===== src/rtl/kwdt_pkg.sv =====
package kwdt_pkg;
  localparam int DW = 16;
  localparam int AW = 2;

  localparam logic [DW-1:0] KEY_REF_A = 16'hA602;
  localparam logic [DW-1:0] KEY_REF_B = 16'hB480;
  localparam logic [DW-1:0] KEY_UNL_A = 16'hC520;
  localparam logic [DW-1:0] KEY_UNL_B = 16'hD928;

  localparam logic [AW-1:0] A_CNT = 2'd0;
  localparam logic [AW-1:0] A_TOV = 2'd1;
  localparam logic [AW-1:0] A_CSA = 2'd2;
  localparam logic [AW-1:0] A_CSB = 2'd3;

  localparam int CSA_EN  = 7;
  localparam int CSA_DBG = 2;
  localparam int CSB_ALT = 0;

  typedef enum logic [1:0] {KS_IDLE, KS_REF, KS_UNL} kseq_e;
endpackage


===== src/rtl/kwdt_keyseq.sv =====
module kwdt_keyseq
  import kwdt_pkg::*;
#(
  parameter int WIN = 16,
  localparam int WW = $clog2(WIN + 1)
) (
  input  logic          clk,
  input  logic          rst,
  input  logic          key_wr,
  input  logic [1:0]    be,
  input  logic [DW-1:0] data,
  input  logic          stall,
  output logic          refresh,
  output logic          unlock,
  output logic          viol,
  output logic          waiting,
  output logic [WW-1:0] win
);
  kseq_e         st_q, st_d;
  logic [WW-1:0] win_q;
  logic          hi_vld_q;
  logic [7:0]    hi_q;
  logic          word_vld, bad_byte, late;
  logic [DW-1:0] word;

  always_comb begin
    word_vld = key_wr && ((be == 2'b11) || ((be == 2'b01) && hi_vld_q));
    bad_byte = key_wr && (be == 2'b01) && !hi_vld_q;
    word     = (be == 2'b11) ? data : {hi_q, data[7:0]};
    late     = (st_q != KS_IDLE) && (win_q >= WW'(WIN));
    st_d     = st_q;
    refresh  = 1'b0;
    unlock   = 1'b0;
    viol     = 1'b0;
    if (late || bad_byte) begin
      viol = 1'b1;
      st_d = KS_IDLE;
    end else if (word_vld) begin
      case (st_q)
        KS_IDLE: begin
          if (word == KEY_REF_A)      st_d = KS_REF;
          else if (word == KEY_UNL_A) st_d = KS_UNL;
          else                        viol = 1'b1;
        end
        KS_REF: begin
          st_d = KS_IDLE;
          if (word == KEY_REF_B) refresh = 1'b1;
          else                   viol    = 1'b1;
        end
        KS_UNL: begin
          st_d = KS_IDLE;
          if (word == KEY_UNL_B) unlock = 1'b1;
          else                   viol   = 1'b1;
        end
        default: begin
          st_d = KS_IDLE;
          viol = 1'b1;
        end
      endcase
    end
  end

  always_ff @(posedge clk) begin
    if (rst) begin
      st_q     <= KS_IDLE;
      win_q    <= '0;
      hi_vld_q <= 1'b0;
      hi_q     <= '0;
    end else begin
      st_q <= st_d;
      if (st_q == KS_IDLE) win_q <= '0;
      else if (!stall)     win_q <= win_q + 1'b1;
      if (key_wr && (be == 2'b10)) begin
        hi_vld_q <= 1'b1;
        hi_q     <= data[15:8];
      end else if (key_wr && be[0]) begin
        hi_vld_q <= 1'b0;
      end
    end
  end

  assign waiting = (st_q != KS_IDLE);
  assign win     = win_q;
endmodule


===== src/rtl/kwdt_cfg.sv =====
module kwdt_cfg
  import kwdt_pkg::*;
#(
  parameter int            CFG_WIN = 128,
  parameter logic [DW-1:0] TOV_RST = 16'hFFFF,
  localparam int           OW      = $clog2(CFG_WIN + 1)
) (
  input  logic          clk,
  input  logic          rst,
  input  logic          unlock,
  input  logic          wr_en,
  input  logic [AW-1:0] wr_addr,
  input  logic [1:0]    be,
  input  logic [DW-1:0] data,
  output logic [DW-1:0] tov,
  output logic          en,
  output logic          dbg_act,
  output logic          alt_sel,
  output logic          open
);
  logic [OW-1:0] left_q;
  logic          acc;

  assign open = (left_q != '0);
  assign acc  = wr_en && open;

  always_ff @(posedge clk) begin
    if (rst) begin
      left_q  <= '0;
      tov     <= TOV_RST;
      en      <= 1'b0;
      dbg_act <= 1'b0;
      alt_sel <= 1'b0;
    end else begin
      if (unlock)    left_q <= OW'(CFG_WIN);
      else if (open) left_q <= left_q - 1'b1;
      if (acc && (wr_addr == A_TOV)) begin
        if (be[1]) tov[15:8] <= data[15:8];
        if (be[0]) tov[7:0]  <= data[7:0];
      end
      if (acc && (wr_addr == A_CSA) && be[0]) begin
        en      <= data[CSA_EN];
        dbg_act <= data[CSA_DBG];
      end
      if (acc && (wr_addr == A_CSB) && be[0]) alt_sel <= data[CSB_ALT];
    end
  end
endmodule


===== src/rtl/kwdt_count.sv =====
module kwdt_count
  import kwdt_pkg::*;
(
  input  logic          clk,
  input  logic          rst,
  input  logic          en,
  input  logic          tick,
  input  logic          stall,
  input  logic          clr,
  input  logic [DW-1:0] tov,
  output logic [DW-1:0] cnt,
  output logic          expire
);
  assign expire = en && !stall && (cnt >= tov);

  always_ff @(posedge clk) begin
    if (rst)                                       cnt <= '0;
    else if (clr)                                  cnt <= '0;
    else if (en && tick && !stall && (cnt != '1))  cnt <= cnt + 1'b1;
  end
endmodule


===== src/rtl/kwdt_top.sv =====
module kwdt_top
  import kwdt_pkg::*;
#(
  parameter int            WIN     = 16,
  parameter int            CFG_WIN = 128,
  parameter logic [DW-1:0] TOV_RST = 16'hFFFF,
  localparam int           WW      = $clog2(WIN + 1)
) (
  input  logic          clk,
  input  logic          rst,
  input  logic          wr_en,
  input  logic [AW-1:0] wr_addr,
  input  logic [1:0]    wr_be,
  input  logic [DW-1:0] wr_data,
  input  logic [AW-1:0] rd_addr,
  output logic [DW-1:0] rd_data,
  input  logic          alt_tick,
  input  logic          dbg_mode,
  output logic          wdt_rst
);
  logic          refresh, unlock, viol, waiting;
  logic [WW-1:0] win;
  logic [DW-1:0] tov, cnt;
  logic          en, dbg_act, alt_sel, cfg_open;
  logic          stall, tick, expire, pulse_now, key_wr;

  assign stall     = dbg_mode && !dbg_act;
  assign tick      = alt_sel ? alt_tick : 1'b1;
  assign key_wr    = wr_en && (wr_addr == A_CNT);
  // a refresh landing on the expiry cycle wins; nothing stacks on a pulse
  assign pulse_now = (viol || (expire && !refresh)) && !wdt_rst;

  kwdt_keyseq #(.WIN(WIN)) u_key (
    .clk(clk), .rst(rst), .key_wr(key_wr), .be(wr_be), .data(wr_data),
    .stall(stall), .refresh(refresh), .unlock(unlock), .viol(viol),
    .waiting(waiting), .win(win)
  );

  kwdt_cfg #(.CFG_WIN(CFG_WIN), .TOV_RST(TOV_RST)) u_cfg (
    .clk(clk), .rst(rst), .unlock(unlock), .wr_en(wr_en), .wr_addr(wr_addr),
    .be(wr_be), .data(wr_data), .tov(tov), .en(en), .dbg_act(dbg_act),
    .alt_sel(alt_sel), .open(cfg_open)
  );

  kwdt_count u_cnt (
    .clk(clk), .rst(rst), .en(en), .tick(tick), .stall(stall),
    .clr(refresh || pulse_now), .tov(tov), .cnt(cnt), .expire(expire)
  );

  always_ff @(posedge clk) begin
    if (rst) begin
      wdt_rst <= 1'b0;
      rd_data <= '0;
    end else begin
      wdt_rst <= pulse_now;
      case (rd_addr)
        A_CNT:   rd_data <= cnt;
        A_TOV:   rd_data <= tov;
        A_CSA:   rd_data <= {8'h00, en, 4'b0000, dbg_act, 2'b00};
        default: rd_data <= {15'd0, alt_sel};
      endcase
    end
  end
endmodule


===== config.mk =====
export PLATFORM = sky130hd
export DESIGN_NAME = kwdt_top
export DESIGN_NICKNAME = d
export VERILOG_FILES = /design/src/rtl/kwdt_pkg.sv /design/src/rtl/kwdt_keyseq.sv /design/src/rtl/kwdt_cfg.sv /design/src/rtl/kwdt_count.sv /design/src/rtl/kwdt_top.sv
export SDC_FILE = /design/constraint.sdc
export NUM_CORES = 1
export LEC_CHECK = 0
export ABC_CLOCK_PERIOD_IN_PS = 3700
export CORE_MARGIN = 8
export CORE_UTILIZATION = 45
export CTS_CLUSTER_SIZE = 14
export DETAILED_ROUTE_END_ITERATION = 10
export PLACE_DENSITY = 0.66
export SYNTH_ARGS = -nofsm -noshare
export SYNTH_HDL_FRONTEND = slang
export SYNTH_SLANG_ARGS = --single-unit

===== constraint.sdc =====
create_clock -name clk -period 3.7 [get_ports clk]
set_input_delay 1.11 -clock clk [delete_from_list [all_inputs] [get_ports clk]]
set_output_delay 1.11 -clock clk [all_outputs]
set_load 0.005 [all_outputs]

* Yosys cells after proc, flatten, opt, wreduce, memory -nomap -nowiden
Index checks and enable logic that the tools add are counted.
Word-level totals: logic and storage cells 105, register bits 76, input port bits 27, output and inout bits 17
Operators by class: reductions and logical operators 45, equality and inequality tests 16, add/sub/neg operators 3, magnitude comparators 2, multiplexer cells 25
Operators with widths (count):
- $eq A16 B16 Y1 const B | 4
- $pmux W16 S3 | 1
- $logic_and A1 B1 Y1 | 22
- $mux W1 | 17
- $add A16 B1 Y16 const B | 1
- $ge A16 B16 Y1 | 1
- $mux W16 | 1
- $mux W8 | 2
- $ne A16 B16 Y1 const B | 1
- $eq A2 B2 Y1 const B | 6
- $eq A2 B1 Y1 const B | 4
- $reduce_bool A8 Y1 | 1
- $reduce_or A2 Y1 | 4
- $sub A8 B1 Y8 const B | 1
- $logic_not A2 Y1 | 3
- $mux W2 | 3
- $reduce_and A2 Y1 | 3
- $reduce_bool A2 Y1 | 3
- $add A5 B1 Y5 const B | 1
- $ge A5 B5 Y1 const B | 1
- $logic_not A1 Y1 | 5
- $logic_or A1 B1 Y1 | 4
- $ne A3 B1 Y1 const B | 1
- $pmux W1 S3 | 1

* Depth between registers and ports, before layout
depth after elaboration 13, mapped depth 11, mapped depth without buffers 9

* Hierarchy
From an unflattened synthesis, not the netlist that was laid out.
Second synthesis, totals: cell total of the unflattened synthesis 459, area, all modules 4067.7 um^2
By module, submodules not included:
- kwdt_count | cells an instance 155, sequential area each 320.3 um^2, area an instance 1213.7 um^2, instances 1
- kwdt_cfg | cells an instance 132, sequential area each 540.5 um^2, area an instance 1206.2 um^2, instances 1
- kwdt_keyseq | cells an instance 105, sequential area each 320.3 um^2, area an instance 950.9 um^2, instances 1
- kwdt_top | cells an instance 67, sequential area each 340.3 um^2, area an instance 696.9 um^2, instances 1

* Least setup slack after synthesis
Ideal clock, no wire load.
path type in2reg, start input port wr_be[1], end register u_cnt.cnt[12], slack 433 ps, stages 10, buffers on the path 3, arrival 3178 ps, setup time 88 ps, data required time 3612 ps, cells stage by stage buf_6 > nand2_2 > a31oi_2 > or4_4 > o21a_1 > nor2b_4 > o41a_1 > buf_6 > buf_8 > nor4_2
On the way: cells in the longest elaborated chain, start to end 13, elaborated cells on any way between the ends 30, classes of those cells eq/ne (6); mux (12); reduce/logical (12)
Ends and longest elaborated chain:
- start: declaration | line kwdt_top.sv:13 | input logic [1:0] wr_be,
- branches (longest 11 deep; another with $mux W16)
- $logic_or A1 B1 Y1 (*) | line kwdt_top.sv:47 | .clr(refresh || pulse_now), .tov(tov), .cnt(cnt), .expire(expire)
- $reduce_or A2 Y1 (no line) (*)
- end signal: assignment | line kwdt_count.sv:19 | else if (en && tick && !stall && (cnt != '1)) cnt <= cnt + 1'b1;
- end: declaration | line kwdt_count.sv:11 | output logic [DW-1:0] cnt,
Every way passes the cells marked *. A chain may end at the register's enable or synchronous reset.

* Worst setup path in the final report
start input port wr_be[1], end register u_cnt.cnt[9]
Same word-level chain as after synthesis.

==> results.py <==
metrics = {
    "outcome": {
        "status": "complete, no violations",
    },
    "synth": {
        "synth.area.top_cells": "dfxtp_1, mux2i_1, nor2_1, ha_1, a211o_1",
        "ys.warnings.count": 0,
        "synth_cells": 426,
        "avgSynthCellArea_um2": 9.01,
        "yosysSeqAreaShare_pct": 39.6,
        "async_flop_share_pct": 0,
        "synth_edf_count": 0,
        "synth.ff_latch_count": 76,
        "yosys.area.top_type_share_pct": 39.6,
        "synthFlopType": "dfxtp_1",
        "synth_top_area_cell": "dfxtp_1",
        "syn-num-nets": 472,
        "netlist_area_um2": 3840,
        "ys_types": 53,
    },
    "clocking": {
        "clock_latency_ps": 360,
        "cts_resized": 0,
        "cts.sinks": 76,
        "cts_htree_levels": 3,
        "hold_buffers": 0,
        "root_buffer": "clkbuf_8",
        "clk_pin_slew_ps": 70,
        "cts_tree": "done",
        "cts_buffers": 9,
        "cts_buffer_depth": 2,
        "post_cts_buffers": 0,
    },
    "global_routing": {
        "antenna_found_initial": 0,
        "grt_pass1_vias": 3262,
        "grt-ovfl-total": 0,
        "grt_usage_pct": 17.2,
        "grt_max_degree": 36,
        "grt_pass1_wl_um": 16000,
    },
    "worst_setup_path": {
        "r2r_cells": 9,
        "critPathSlowestCell": "clkdlybuf4s50_1",
        "reg2reg_slack_ps": 1150,
        "reg2reg_from": "u_cnt.cnt[7]",
        "cp-start-kind": "primary input",
        "cp_max_fo": 17,
        "worstSetupPathType": "in2reg",
        "cp.required_ps": 3950,
        "cp_data_arrival_time_ps": 3660,
        "critical-path-top-delay-family": "buffers and inverters",
        "critPathBufInv": 3,
        "critPathMaxStageDelay_ps": 560,
        "r2r_end": "u_cnt.cnt[9]",
        "end_kind": "flip-flop",
        "cp_cell_sequence": "clkdlybuf4s50_1 > nand2_2 > buf_4 > mux2i_1 > nand4b_1 > o21a_1 > nor2b_4 > o41a_1 > buf_12 > nor4_1",
    },
    "layout": {
        "antenna_cells": 0,
        "final_nets": 530,
        "drive_above_1_share_pct": 10.8,
        "layout_commonest_cell": "dfxtp_1",
        "fin_cells": 594,
        "fillCellCount": 740,
        "seq_area_um2": 1520,
        "mostFrequentLayoutCells": "dfxtp_1, nor2_1, clkdlybuf4s50_1, mux2i_1, nand2_1",
        "area_growth_pct": 21.9,
        "multi_input_area_um2": 2130,
    },
    "timing": {
        "finalSetupViolCount": 0,
        "rsz0062_at_grt": "false",
        "fin_worst_skew_ps": 16.2,
        "maxSlewHeadroom_pct": 48.5,
        "finalHoldViolCount": 0,
        "whs_ps": 476,
        "worst_slew_pin_slew_ps": 771,
        "slew_violations": 0,
        "min_period_ps": 3410,
        "layout_setup_ws_ps": 292,
        "setup_tns_ps": 0,
        "timing.fmax_ghz": 0.293,
        "min_period_over_period_pct": 92.1,
    },
    "pwr": {
        "switchingPower_uw": 524,
        "comb_power_share_pct": 18.6,
        "seqPwrFrac_pct": 48.0,
        "irDropWorstVdd_mv": 0.247,
        "clkPwrFrac_pct": 33.4,
        "swShare_pct": 27.9,
        "power.leakage_nw": 2.03,
        "powerDensity_nw_per_um2": 402,
        "p_int_mw": 1.36,
    },
    "detailed_routing": {
        "drtAntennaViolNets": 0,
        "drt-initial-drc-count": 204,
        "wirelength_um": 9460,
        "viasPerCell": 5.39,
        "drc_errors": 0,
        "vias": 3201,
        "firstDrtPassIters": 4,
        "post_drt_wl_per_cell_um": 15.9,
    },
    "place": {
        "placed_cells": 578,
        "gp_congestion": 0.937,
        "port_buffers": 43,
        "dp_slack_ps": -82.5,
        "dp_hpwl_um": 7240,
    },
    "die": {
        "die-area_um2": 11700,
        "ios": 44,
        "core.rowCount": 33,
        "core_um2": 8260,
        "initial_core_util_pct": 46.5,
        "die_h_um": 108,
        "die_w_um": 108,
    },
    "run": {
        "max_cap_violations": 0,
    },
    "worst_hold_path": {
        "hold_end": "u_key.hi_vld_q",
        "min_path_cells": 2,
        "hold_start": "u_key.hi_vld_q",
        "hold_path.class": "reg2reg",
    },
}
-- area by class of cell --
class | instances | area share [%]
inverter | 23 | 1.84
timing repair buffer | 67 | 13.2
multi-input combinational | 307 | 45.5
clock buffer | 11 | 2.81
tap | 105 | 2.81
clock inverter | 5 | 1.28
sequential | 76 | 32.5
-- synthesized netlist by cell type (2+ instances only) --
library cell and instances:
nand4_1 11, nand3_1 11, a211o_1 16, inv_1 23, buf_6 2, nor2b_1 4
a31oi_1 5, nor4_1 11, nand2b_1 4, nor2_1 72, o31ai_1 3, nand4b_1 4
nor3b_1 2, xnor2_1 10, o21a_1 2, o21bai_1 3, and4b_1 5, a21oi_1 8
nor4_2 3, and4_1 5, a211oi_1 5, clkbuf_1 16, and3_2 2, xor2_1 12
dfxtp_1 76, o21ai_0 5, nor3_1 6, mux2_2 2, nand2_1 24, ha_1 19
or3_1 2, mux2i_1 32
-- kinds of logic (layout without fill, tap and decap cells) --
kind of cell / after synthesis / after routing / share of synthesized area [%]
simple gates: 178 / 178 / 25.0
flops: 76 / 76 / 39.6
compound gates: 54 / 54 / 10.4
buf+inv: 43 / 106 / 4.89
mux: 34 / 34 / 8.93
xor+xnor: 22 / 22 / 5.02
fa+ha+maj: 19 / 19 / 6.19
-- metal layers --
metal / GRT usage (%) / vias to the layer above / part of all wire, %
met2: 28.1 / 76 / 46
li1: - / 1627 / -
met4: 6.35 / 0 / 1.6
met1: 21.2 / 1483 / 46
met3: 4.52 / 15 / 5.6
met5: 0 / - / 0
-- worst reg2reg max path, cell delays in order (launching register included) --
cell and delay [ps]:
dfxtp_1 510, ha_1 320, a21oi_1 220, nor3_1 70
nor3_1 210, o211ai_1 150, and4b_1 230, o41a_1 350
buf_12 170, nor4_1 220
-- how the worst max path moves through the flow --
stage	from	end	slack [ps]	cells after the start
after floorplan	wr_be[1]	u_cnt.cnt[12]	430	10
after global placement	wr_data[2]	u_cnt.cnt[6]	3	10
after CTS	wr_be[0]	u_cnt.cnt[9]	280	9
final	wr_be[1]	u_cnt.cnt[9]	290	10
after global routing	wr_data[2]	u_cnt.cnt[1]	90	10
after detailed placement	wr_be[0]	u_cnt.cnt[15]	-80	9
-- flip-flops by register name, summed over array words and instances (netlist names), 2 cells and up --
| signal | flops |
|---|---|
| u_key.hi_q | 8 |
| u_key.st_q | 2 |
| u_cfg.left_q | 8 |
| u_cfg.tov | 16 |
| u_cnt.cnt | 16 |
| rd_data | 16 |
| u_key.win | 5 |
-- through the flow --
step	instance area (um^2)	power, mW	util, %
final	4680	1.88	56.7
after global routing	4680	1.98	56.7
after CTS	4680	1.90	56.7
after detailed placement	4490	1.27	54.3
after global placement	4490	1.26	54.3
after floorplan	3840	1.15	-
-- power by group through the flow --
stage / clock network (mW) / registers, mW / logic [mW]
6_report: 0.629 / 0.902 / 0.349
4_1_cts: 0.644 / 0.902 / 0.351
5_1_grt: 0.678 / 0.909 / 0.390
3_5_place_dp: 0 / 0.921 / 0.349
3_3_place_gp: 0 / 0.919 / 0.338
2_1_floorplan: 0 / 0.915 / 0.236
Power figures use the tool's default switching activity.
